**src/rtl/tfs_pkg.sv**
```systemverilog
package tfs_pkg;

   typedef enum logic [2:0] {
      CODE_OK        = 3'd0,
      CODE_DEV_ERR   = 3'd1,
      CODE_PHASE_ERR = 3'd2,
      CODE_TIMEOUT   = 3'd3,
      CODE_INVALID   = 3'd4
   } done_code_e;

   typedef enum logic [2:0] {
      ST_IDLE,
      ST_POLL,
      ST_STEP,
      ST_ACCESS,
      ST_STATUS,
      ST_DATA
   } seq_state_e;

   localparam int unsigned TF_SLOTS     = 8;
   localparam logic [3:0]  ALT_ADDR     = 4'h8;
   localparam logic [3:0]  CMD_ADDR     = 4'h7;
   localparam logic [3:0]  DEVHEAD_ADDR = 4'h6;

   localparam int unsigned ACT_SNAP      = 0;
   localparam int unsigned ACT_LATE_SEL  = 1;
   localparam int unsigned ACT_NO_POLL   = 2;
   localparam int unsigned ACT_PERR_CONT = 3;
   localparam int unsigned ACT_DERR_CONT = 4;
   localparam int unsigned ACT_DEV_DESC  = 5;
   localparam int unsigned ACT_UDMA      = 6;
   localparam int unsigned ACT_IDENT     = 7;

endpackage

```
**src/rtl/tfs_step_map.sv**
```systemverilog
module tfs_step_map
   import tfs_pkg::*;
(
   input  logic       late_sel,
   input  logic [2:0] step,
   output logic [3:0] reg_addr
);

   localparam int unsigned N = TF_SLOTS;

   logic [3:0] early_tab [N];
   logic [3:0] late_tab  [N];

   // early: dev/head, then 1..5, then command
   // late : 1..5, then command, then dev/head
   for (genvar g = 0; g < N; g++) begin : g_tab
      if (g == 0) begin : g_e_dev
         assign early_tab[g] = DEVHEAD_ADDR;
      end else if (g <= N - 3) begin : g_e_plain
         assign early_tab[g] = 4'(g);
      end else if (g == N - 2) begin : g_e_cmd
         assign early_tab[g] = CMD_ADDR;
      end else begin : g_e_end
         assign early_tab[g] = 4'h0;
      end

      if (g <= N - 4) begin : g_l_plain
         assign late_tab[g] = 4'(g + 1);
      end else if (g == N - 3) begin : g_l_cmd
         assign late_tab[g] = CMD_ADDR;
      end else if (g == N - 2) begin : g_l_dev
         assign late_tab[g] = DEVHEAD_ADDR;
      end else begin : g_l_end
         assign late_tab[g] = 4'h0;
      end
   end

   assign reg_addr = late_sel ? late_tab[step] : early_tab[step];

endmodule

```
**src/rtl/tfs_poll_timer.sv**
```systemverilog
module tfs_poll_timer #(
   parameter int unsigned CNT_W = 16
) (
   input  logic             clk,
   input  logic             rst_n,
   input  logic             run,
   input  logic [CNT_W-1:0] limit,
   output logic             expired
);

   if (CNT_W < 2) begin : g_bad_w
      $error("tfs_poll_timer: CNT_W must be at least 2");
   end

   logic [CNT_W-1:0] cnt_q;

   always_ff @(posedge clk or negedge rst_n) begin
      if (!rst_n)              cnt_q <= '0;
      else if (!run)           cnt_q <= '0;
      else if (cnt_q != '1)    cnt_q <= cnt_q + 1'b1;
   end

   assign expired = run && (cnt_q >= limit);

   // once expired, the timer stays expired for as long as polling continues
   assert_timer_hold_R3: assert property (@(posedge clk) disable iff (!rst_n)
      (run && expired) |=> (!run || expired));

endmodule

```
**src/rtl/ata_tf_sequencer.sv**
```systemverilog
module ata_tf_sequencer
   import tfs_pkg::*;
#(
   parameter int unsigned LEN_W = 16,
   parameter int unsigned TMO_W = 16
) (
   input  logic             clk,
   input  logic             rst_n,
   input  logic             desc_valid,
   output logic             desc_ready,
   input  logic [7:0]       desc_action,
   input  logic [7:0]       desc_mask,
   input  logic [55:0]      desc_tf,
   input  logic [LEN_W-1:0] desc_len,
   input  logic             lun_dev,
   input  logic [TMO_W-1:0] poll_limit,
   output logic             bus_req,
   output logic             bus_we,
   output logic [3:0]       bus_addr,
   output logic [7:0]       bus_wdata,
   input  logic [7:0]       bus_rdata,
   input  logic             bus_ack,
   output logic             xfer_en,
   input  logic             xfer_done,
   input  logic             xfer_perr,
   output logic             rd_valid,
   output logic [7:0]       rd_data,
   output logic             done,
   output logic [2:0]       done_code,
   output logic             mode_udma,
   output logic             mode_ident
);

   localparam int unsigned SNAP_LEN  = TF_SLOTS;
   localparam int unsigned WR_STEPS  = TF_SLOTS - 1;
   localparam int unsigned STEP_W    = $clog2(TF_SLOTS) + 1;
   localparam int unsigned SLOT_W    = $clog2(TF_SLOTS);

   if (LEN_W < STEP_W) begin : g_bad_len
      $error("ata_tf_sequencer: LEN_W too small to hold the snapshot length");
   end
   if (TMO_W < 2) begin : g_bad_tmo
      $error("ata_tf_sequencer: TMO_W must be at least 2");
   end

   seq_state_e        state_q;
   logic [7:0]        act_q;
   logic [7:0]        mask_q;
   logic [63:0]       tf_pad_q;
   logic              lun_q;
   logic [STEP_W-1:0] step_q;
   logic [3:0]        acc_addr_q;
   logic              acc_we_q;
   logic [7:0]        acc_wdata_q;
   logic              rd_valid_q;
   logic [7:0]        rd_data_q;
   logic              done_q;
   logic [2:0]        code_q;

   logic              snap;
   logic              desc_bad;
   logic              accept;
   logic [3:0]        map_addr;
   logic              tmo_expired;
   logic [SLOT_W-1:0] slot_idx;
   logic              slot_on;
   logic [7:0]        tf_byte;
   logic              dev_bit;
   logic [7:0]        wr_byte;

   assign snap     = act_q[ACT_SNAP];
   assign accept   = (state_q == ST_IDLE) && desc_valid;
   assign desc_bad = desc_action[ACT_SNAP] &&
                     ((desc_len != LEN_W'(SNAP_LEN)) ||
                      desc_action[ACT_PERR_CONT] || desc_action[ACT_DERR_CONT]);

   tfs_step_map u_map (
      .late_sel (act_q[ACT_LATE_SEL]),
      .step     (step_q[SLOT_W-1:0]),
      .reg_addr (map_addr)
   );

   tfs_poll_timer #(.CNT_W(TMO_W)) u_timer (
      .clk     (clk),
      .rst_n   (rst_n),
      .run     (state_q == ST_POLL),
      .limit   (poll_limit),
      .expired (tmo_expired)
   );

   assign slot_idx = snap ? step_q[SLOT_W-1:0] : map_addr[SLOT_W-1:0];
   assign slot_on  = mask_q[slot_idx];
   assign tf_byte  = tf_pad_q[{slot_idx, 3'b000} +: 8];
   assign dev_bit  = act_q[ACT_DEV_DESC] ? tf_pad_q[8*DEVHEAD_ADDR + 4] : lun_q;
   assign wr_byte  = (map_addr == DEVHEAD_ADDR) ? {tf_byte[7:5], dev_bit, tf_byte[3:0]}
                                                : tf_byte;

   always_ff @(posedge clk or negedge rst_n) begin
      if (!rst_n) begin
         state_q     <= ST_IDLE;
         act_q       <= '0;
         mask_q      <= '0;
         tf_pad_q    <= '0;
         lun_q       <= 1'b0;
         step_q      <= '0;
         acc_addr_q  <= '0;
         acc_we_q    <= 1'b0;
         acc_wdata_q <= '0;
         rd_valid_q  <= 1'b0;
         rd_data_q   <= '0;
         done_q      <= 1'b0;
         code_q      <= CODE_OK;
      end else begin
         rd_valid_q <= 1'b0;
         done_q     <= 1'b0;
         unique case (state_q)
            ST_IDLE: begin
               if (desc_valid) begin
                  act_q    <= desc_action;
                  mask_q   <= desc_mask;
                  tf_pad_q <= {desc_tf, 8'h00};
                  lun_q    <= lun_dev;
                  step_q   <= '0;
                  if (desc_bad) begin
                     done_q <= 1'b1;
                     code_q <= CODE_INVALID;
                  end else if (desc_action[ACT_NO_POLL]) begin
                     state_q <= ST_STEP;
                  end else begin
                     state_q <= ST_POLL;
                  end
               end
            end
            ST_POLL: begin
               if (bus_ack) begin
                  if (!bus_rdata[7]) begin
                     state_q <= ST_STEP;
                  end else if (tmo_expired) begin
                     done_q  <= 1'b1;
                     code_q  <= CODE_TIMEOUT;
                     state_q <= ST_IDLE;
                  end
               end
            end
            ST_STEP: begin
               if (snap) begin
                  if (step_q == STEP_W'(SNAP_LEN)) begin
                     done_q  <= 1'b1;
                     code_q  <= CODE_OK;
                     state_q <= ST_IDLE;
                  end else if (slot_on) begin
                     acc_addr_q <= (step_q == '0) ? ALT_ADDR : {1'b0, step_q[SLOT_W-1:0]};
                     acc_we_q   <= 1'b0;
                     state_q    <= ST_ACCESS;
                  end else begin
                     rd_valid_q <= 1'b1;
                     rd_data_q  <= 8'h00;
                     step_q     <= step_q + 1'b1;
                  end
               end else begin
                  if (step_q == STEP_W'(WR_STEPS)) begin
                     state_q <= ST_STATUS;
                  end else if (slot_on) begin
                     acc_addr_q  <= map_addr;
                     acc_we_q    <= 1'b1;
                     acc_wdata_q <= wr_byte;
                     state_q     <= ST_ACCESS;
                  end else begin
                     step_q <= step_q + 1'b1;
                  end
               end
            end
            ST_ACCESS: begin
               if (bus_ack) begin
                  if (!acc_we_q) begin
                     rd_valid_q <= 1'b1;
                     rd_data_q  <= bus_rdata;
                  end
                  step_q  <= step_q + 1'b1;
                  state_q <= ST_STEP;
               end
            end
            ST_STATUS: begin
               if (bus_ack) begin
                  if (bus_rdata[0] && !act_q[ACT_DERR_CONT]) begin
                     done_q  <= 1'b1;
                     code_q  <= CODE_DEV_ERR;
                     state_q <= ST_IDLE;
                  end else begin
                     state_q <= ST_DATA;
                  end
               end
            end
            ST_DATA: begin
               if (xfer_perr && !act_q[ACT_PERR_CONT]) begin
                  done_q  <= 1'b1;
                  code_q  <= CODE_PHASE_ERR;
                  state_q <= ST_IDLE;
               end else if (xfer_done) begin
                  done_q  <= 1'b1;
                  code_q  <= CODE_OK;
                  state_q <= ST_IDLE;
               end
            end
            default: state_q <= ST_IDLE;
         endcase
      end
   end

   assign desc_ready = (state_q == ST_IDLE);
   assign bus_req    = (state_q == ST_POLL) || (state_q == ST_ACCESS) || (state_q == ST_STATUS);
   assign bus_we     = (state_q == ST_ACCESS) && acc_we_q;
   assign bus_addr   = (state_q == ST_POLL)   ? ALT_ADDR :
                       (state_q == ST_STATUS) ? CMD_ADDR : acc_addr_q;
   assign bus_wdata  = bus_we ? acc_wdata_q : 8'h00;
   assign xfer_en    = (state_q == ST_DATA);
   assign rd_valid   = rd_valid_q;
   assign rd_data    = rd_data_q;
   assign done       = done_q;
   assign done_code  = code_q;
   assign mode_udma  = act_q[ACT_UDMA];
   assign mode_ident = act_q[ACT_IDENT];

   // ---------------- checks ----------------
   logic touched_q;
   logic wrote_q;

   always_ff @(posedge clk or negedge rst_n) begin
      if (!rst_n) begin
         touched_q <= 1'b0;
         wrote_q   <= 1'b0;
      end else if (accept) begin
         touched_q <= 1'b0;
         wrote_q   <= 1'b0;
      end else begin
         if (bus_req)           touched_q <= 1'b1;
         if (bus_req && bus_we) wrote_q   <= 1'b1;
      end
   end

   assert_invalid_quiet_R1: assert property (@(posedge clk) disable iff (!rst_n)
      (done && done_code == CODE_INVALID) |-> !touched_q);

   assert_timeout_nowrite_R3: assert property (@(posedge clk) disable iff (!rst_n)
      (done && done_code == CODE_TIMEOUT) |-> !wrote_q);

   assert_snap_nowrite_R7: assert property (@(posedge clk) disable iff (!rst_n)
      (!desc_ready && snap) |-> !bus_we);

   assert_ready_quiet_R11: assert property (@(posedge clk) disable iff (!rst_n)
      desc_ready |-> (!bus_req && !xfer_en));

   assert_req_hold_R12: assert property (@(posedge clk) disable iff (!rst_n)
      (bus_req && !bus_ack) |=> (bus_req && $stable(bus_addr) && $stable(bus_we)
                                 && $stable(bus_wdata)));

endmodule

```
**config.mk**
```make
export PLATFORM = sky130hd
export DESIGN_NAME = ata_tf_sequencer
export DESIGN_NICKNAME = d
export VERILOG_FILES = /design/src/rtl/tfs_pkg.sv /design/src/rtl/tfs_step_map.sv /design/src/rtl/tfs_poll_timer.sv /design/src/rtl/ata_tf_sequencer.sv
export SDC_FILE = /design/constraint.sdc
export NUM_CORES = 1
export LEC_CHECK = 0
export ABC_AREA = 1
export BUFFER_PORTS_ARGS = -buffer_cell sky130_fd_sc_hd__clkbuf_2
export CELL_PAD_IN_SITES_DETAIL_PLACEMENT = 1
export CELL_PAD_IN_SITES_GLOBAL_PLACEMENT = 2
export CORE_MARGIN = 2
export CORE_UTILIZATION = 32
export CTS_CLUSTER_SIZE = 30
export DETAILED_ROUTE_END_ITERATION = 8
export PLACE_DENSITY_LB_ADDON = 0.25
export SYNTH_ARGS = -nofsm -noshare
export SYNTH_HDL_FRONTEND = slang
export SYNTH_HIERARCHICAL = 1
export SYNTH_SLANG_ARGS = --single-unit
```
**constraint.sdc**
```tcl
create_clock -name clk -period 2.5 [get_ports clk]
set_clock_uncertainty 0.1 [all_clocks]
set_input_delay 0.375 -clock clk [delete_from_list [all_inputs] [get_ports clk]]
set_output_delay 0.375 -clock clk [all_outputs]
set_load 0.02 [all_outputs]
```
Yosys cells after proc, flatten, opt, wreduce, memory -nomap -nowiden

Memory sizes are Yosys's and may differ from the RTL's.
Cells that the tools add are included.
W data, S select, Z words.

Word-level logic and storage cells: 163
ROM bits: 64
Register bits after elaboration: 122
Memories kept: 2
Output and inout port bits: 31

Memories:

| name            | depth | bits a word | rd ports | clocked after memory_dff | write ports | RTL line           | source |
|---|---|---|---|---|---|---|---|
| (no name shown) | 8     | 4           | 1        | 0                        | 0           | tfs_step_map.sv:38 | `assign reg_addr = late_sel ? late_tab[step] : early_tab[step];` |
| (no name shown) | 8     | 4           | 1        | 0                        | 0           | tfs_step_map.sv:38 |  |

Reductions and logical operators: 23
Equal/unequal tests: 31
Magnitude comparators: 3
Shifts and indexed selects: 1
Bitwise gates (word level): 3
Add/sub/neg operators: 2
Muxes and demuxes: 84

Operators by type and width:

| cell                    | count |
|---|---|
| $mux W4                 | 19 |
| $mux W3                 | 25 |
| $shiftx A64 B7 Y8       | 1 |
| $mux W8                 | 6 |
| $mux W16                | 2 |
| $ne A2 B2 Y1 const B    | 16 |
| $mux W1                 | 23 |
| $pmux W3 S6             | 1 |
| $add A16 B1 Y16 const B | 1 |
| $ge A16 B16 Y1          | 1 |
| $ne A16 B16 Y1 const B  | 1 |
| $ne A16 B4 Y1 const B   | 1 |
| $pmux W8 S2             | 1 |
| $pmux W3 S5             | 1 |
| $pmux W4 S3             | 1 |
| $reduce_and A11 Y1      | 1 |
| $ne A3 B3 Y1 const B    | 3 |
| $eq A4 B3 Y1 const B    | 2 |
| $reduce_and A4 Y1       | 2 |
| $reduce_and A7 Y1       | 1 |
| $eq A3 B2 Y1 const B    | 2 |
| $eq A3 B3 Y1 const B    | 2 |
| $reduce_and A6 Y1       | 1 |
| $logic_and A1 B1 Y1     | 5 |
| 23 further kinds        | 28 |

Logic depth before layout (Yosys ltp)

Word-level depth: 12
Gate-level depth with buffers: 18
Mapped depth without buffers: 18

Hierarchy

Netlist, hierarchy kept.

By module, submodules not included:

| module           | times used | seq. area each (um^2) | area an instance (um^2) | cells each |
|---|---|---|---|---|
| ata_tf_sequencer | 1          | 2627.5                | 5296.3                  | 633 |
| tfs_poll_timer   | 1          | 400.4                 | 1362.6                  | 189 |
| tfs_step_map     | 1          | 0.0                   | 173.9                   | 32 |

Least setup slack after synthesis

No wires, ideal clock.

Kind: register to register
From: reg step_q[0]
To: reg acc_wdata_q[0]
Cell stages (with the launch flop): 17
Arrival time: 2019 ps
Path buffers: 2
Slack: 265 ps
Cell sequence: dfrtp_1 -> inv_1 -> ha_1 -> inv_1 -> nand2_1 -> nand3_1 -> nand2_1 -> nand2_4 -> nand2_2 -> buf_6 -> buf_2 -> o211ai_1 -> nand2_1 -> nand2_1 -> nand2_1 -> nand2_1 -> nand2_1

Word-level cells in the longest chain between the ends: 9

Ends and longest elaborated chain:

| item                                                                      | RTL line                | source |
|---|---|---|
| from (decl)                                                               | ata_tf_sequencer.sv:51  | `logic [STEP_W-1:0] step_q;` |
| from (signal assigned)                                                    | ata_tf_sequencer.sv:158 | `step_q <= step_q + 1'b1;` |
| from (signal assigned)                                                    | ata_tf_sequencer.sv:169 | `step_q <= step_q + 1'b1;` |
| from (signal assigned)                                                    | ata_tf_sequencer.sv:179 | `step_q <= step_q + 1'b1;` |
| $not A3 Y4 (not written as such) (*)                                      | tfs_step_map.sv:38      |  |
| $mem_v2 Z8 W4                                                             | --                      |  |
| $mux W4 (not written as such) (2 in series)                               | tfs_step_map.sv:38      |  |
| $mux W4 (*)                                                               | tfs_step_map.sv:38      |  |
| via map_addr[0]                                                           | ata_tf_sequencer.sv:63  | `logic [3:0] map_addr;` |
| $mux W3 (*)                                                               | ata_tf_sequencer.sv:91  | `assign slot_idx = snap ? step_q[SLOT_W-1:0] : map_addr[SLOT_W-1:0];` |
| parallel branches: the longest is 3 deep, another holds $shiftx A64 B7 Y8 | --                      |  |
| to (signal assigned)                                                      | ata_tf_sequencer.sv:166 | `acc_wdata_q <= wr_byte;` |
| to (decl)                                                                 | ata_tf_sequencer.sv:54  | `logic [7:0] acc_wdata_q;` |

Mark *: on every way through the listed nets, which the timed path passes. The select of a mux whose other input is x is not followed.
A chain may end at the register's enable or synchronous reset.

Worst setup path after layout

From: reg step_q[0]
To: reg acc_addr_q[1]

Word-level cells in the longest chain between the ends: 9

Ends and longest elaborated chain:

| item                                        | RTL line                | source |
|---|---|---|
| $not A3 Y4 (not written as such) (*)        | tfs_step_map.sv:38      |  |
| $mem_v2 Z8 W4                               | --                      |  |
| $mux W4 (not written as such) (2 in series) | tfs_step_map.sv:38      |  |
| $mux W4 (*)                                 | tfs_step_map.sv:38      |  |
| via map_addr[1]                             | ata_tf_sequencer.sv:63  |  |
| $mux W3                                     | ata_tf_sequencer.sv:91  |  |
| $bmux W1 S3                                 | ata_tf_sequencer.sv:92  | `assign slot_on = mask_q[slot_idx];` |
| $mux W1 (not written as such)               | ata_tf_sequencer.sv:92  |  |
| $reduce_and A4 Y1 (no source line)          | --                      |  |
| to (signal assigned)                        | ata_tf_sequencer.sv:152 | `acc_addr_q <= (step_q == '0) ? ALT_ADDR : {1'b0, step_q[SLOT_W-1:0]};` |
| to (signal assigned)                        | ata_tf_sequencer.sv:164 | `acc_addr_q <= map_addr;` |
| to (decl)                                   | ata_tf_sequencer.sv:52  | `logic [3:0] acc_addr_q;` |

The timed path passes the listed nets; every way through them passes the cells marked *. The select of a mux whose other input is x is not followed.

==> impl_metrics.yaml <==
synthesis:
  yosys.area.top_type_share: 0.443
  yosys_warnings: 6
  synth_nets: 997
  ys_types: 42
  synth_commonest_cells: "212 x nand2_1, 121 x dfrtp_1, 110 x inv_1"
  yosysSeqAreaShare: 0.443
  synth_cells: 854
  syn-cell-area_um2: 6830
  yosysMostFrequentCell: "nand2_1"
  async_flop_share: 1.00
  postSynthAreaPerCell_um2: 8.00
  synth-edff-count: 0
  ys_ff_latch: 121
  yosys_most_used_dff: "dfrtp_1"
  yosys.area.top_type: "dfrtp_1"
  synth_area_leaders: "dfrtp_1 44%, nand2_1 12%, inv_1 6.0%, mux2_2 5.3%, nor2_1 5.3%"
routing:
  wire_per_inst_um: 15.0
  wl_um: 19600
  drtIter0Drc: 242
  dr.pass1.iters: 4
  via_count: 6233
  drtAntennaViolNets: 0
  remaining_drc_errors: 0
  drt-vias-per-instance: 4.77
worst_hold_path:
  min_path_type: "in -> reg"
power_and_ir_drop:
  vdd_drop_max_mv: 0.690
  p_comb_frac: 0.422
  pwr-share-seq: 0.322
  clockPowerShare: 0.255
  p_sw_frac: 0.413
  power_density_nw_per_um2: 1110
  switchingPower_mw: 3.98
  power.internal_mw: 5.65
  power.leakage_nw: 4.63
clock_tree:
  clk_pin_slew_worst_paths_ps: 60
  numCtsBuffers: 17
  cts_root_buf: "clkbuf_16"
  clk_latency_ps: 430
  cts_tree: "built"
  h-tree-depth: 4
  clock_path_buffers: 2
  clock_sinks: 121
layout:
  nets: 1163
  final_util: 0.412
  synthToLayoutAreaGrowth_pct: 26.8
  num_antenna_cells: 0
  fill_cells: 2606
  drive_above_1_share: 0.268
floorplan:
  ios: 150
  coreArea_um2: 21000
  initial_utilization: 0.325
  rows: 53
  die_x_um: 150
  die_h_um: 150
  die_area_um2: 22500
critical_path:
  cp_top_family: "simple AND/OR/NAND/NOR gates"
  crit_chain: "buf_4, ha_1, nand2_1, nand3_1, nand2_1, nand2_1, o21ai_4, nand3_1, nand3_4, nand3_2, nand2_1, o21ai_1"
  endpoint_kind: "register"
  path_class: "reg -> reg"
  slowest_stage: "dfrtp_1"
  slowest_delay_ps: 370
  worst-endpoint-required_ps: 2710
  cp_max_fo: 11
  startpoint_type: "register"
  cpMostUsedCell: "nand2_1"
  crit_buf_inv: 1
  arrival_ps: 2550
placement:
  detailed_place_hpwl_um: 14800
  dp_slack_ps: 96.3
  gp_congestion: 0.740
  io_buffers: 149
flow_run:
  drv_cap: 0
sta:
  relSlewSlack: 0.642
  finalCriticalPeriod_ps: 2340
  finalSetupViolations: 0
  finalHoldViolCount: 0
  fin_ws_ps: 160
  setup-tns-final_ps: 0
  final-max-slew-violation-count: 0
  worstMarginPinSlew_ps: 537
  clock.fmax_ghz: 0.427
  post-route-period-util: 0.936
grt:
  overflow: 0
  grt_start_max_net_pins: 71
  grt_first_pass_wirelength_um: 32100
  grt_usage: 0.184
  antenna_found_initial: 0
  first_global_vias: 6377
outcome:
  status: "completed"
layout make-up:
type                       instances  area (um^2)  share of cell area
multi-input combinational        593         3280               0.378
inverter                         116          443              0.0511
timing repair buffer             171          995               0.115
tap                              275          344              0.0397
clock inverter                    15          154              0.0178
clock buffer                      17          425              0.0491
sequential                       121         3030               0.350
per-layer routing:
| metal | wire length (um) | track usage | vias up |
|---|---|---|---|
| li1 | - | - | 3107 |
| met1 | 8970 | 0.231 | 2979 |
| met2 | 9400 | 0.312 | 124 |
| met3 | 956 | 0.0430 | 23 |
| met4 | 274 | 0.0575 | 0 |
| met5 | 0 | 0 | - |
cell usage in the layout, fill, tap and decap left out, types with 21 or more instances in the layout:
master and instances:
nor2_1 95, inv_1 108, ha_1 24, dfrtp_1 120, nand2_1 211, o211ai_1 21
a21oi_1 51, nand3_1 64, clkbuf_2 148, mux2_2 32
worst paths after layout:
check / startpoint / to / slack, ps / cells after the start
max in group asynchronous: rst_n / tf_pad_q[19] / 1290 / 3
hold reg to reg: acc_wdata_q[4] / acc_wdata_q[4] / 380 / 2
setup reg to reg: step_q[0] / acc_addr_q[1] / 160 / 12
hold / removal: desc_tf[8] / tf_pad_q[16] / 70 / 2
setup / recovery: step_q[0] / acc_addr_q[1] / 160 / 12
min in group asynchronous: rst_n / u_timer/cnt_q[9] / 230 / 2
logic make-up (layout without fill, tap and decap cells):
kind of cell	count (synthesis)	count (layout)	share of synthesized area
other cells	1	1	0.000549
compound gates	104	104	0.0892
mux	32	32	0.0527
simple gates	429	430	0.283
xor+xnor	2	2	0.00256
fa+ha+maj	24	24	0.0439
buf+inv	141	319	0.0853
flops	121	121	0.443
sequential cells by signal, indices dropped and copies added (netlist names), 3 cells and up:
register and count:
tf_pad_q 56, u_timer/cnt_q 16, mask_q 8, step_q 4, rd_data 8, acc_wdata_q 8
act_q 7, acc_addr_q 4, state_q 3, done_code 3
through the flow:
| stage | cells | cell area [um^2] | hold WS (ps) | total power [mW] |
|---|---|---|---|---|
| final | 1308 | 8670 | 70.3 | 9.63 |
| after global routing | 1308 | 8670 | 52.9 | 10.4 |
| after CTS | 1306 | 8610 | 49.6 | 9.71 |
| after detailed placement | 1273 | 8020 | 135 | 7.20 |
| after global placement | 1273 | 8020 | 136 | 7.09 |
| after floorplan | 854 | 6830 | -20.6 | 5.83 |
repair_timing:
action                                  in CTS  in global routing
setup buffers                                0                  1
gates cloned                                 0                  1
resized for setup                            2                  9
endpoints found under the setup margin       8                 27
hold buffers                                 1                  0
hold endpoints to repair                    10                  0
power by group through the flow:
stage | Clock (mW) | Combinational (mW) | Sequential (mW)
6_report | 2.46 | 4.07 | 3.11
2_1_floorplan | 0 | 2.71 | 3.11
5_1_grt | 2.61 | 4.61 | 3.21
4_1_cts | 2.53 | 4.06 | 3.12
3_5_place_dp | 0 | 4.04 | 3.16
3_3_place_gp | 0 | 3.96 | 3.13
No activity file was read; power rests on OpenSTA's default activity.
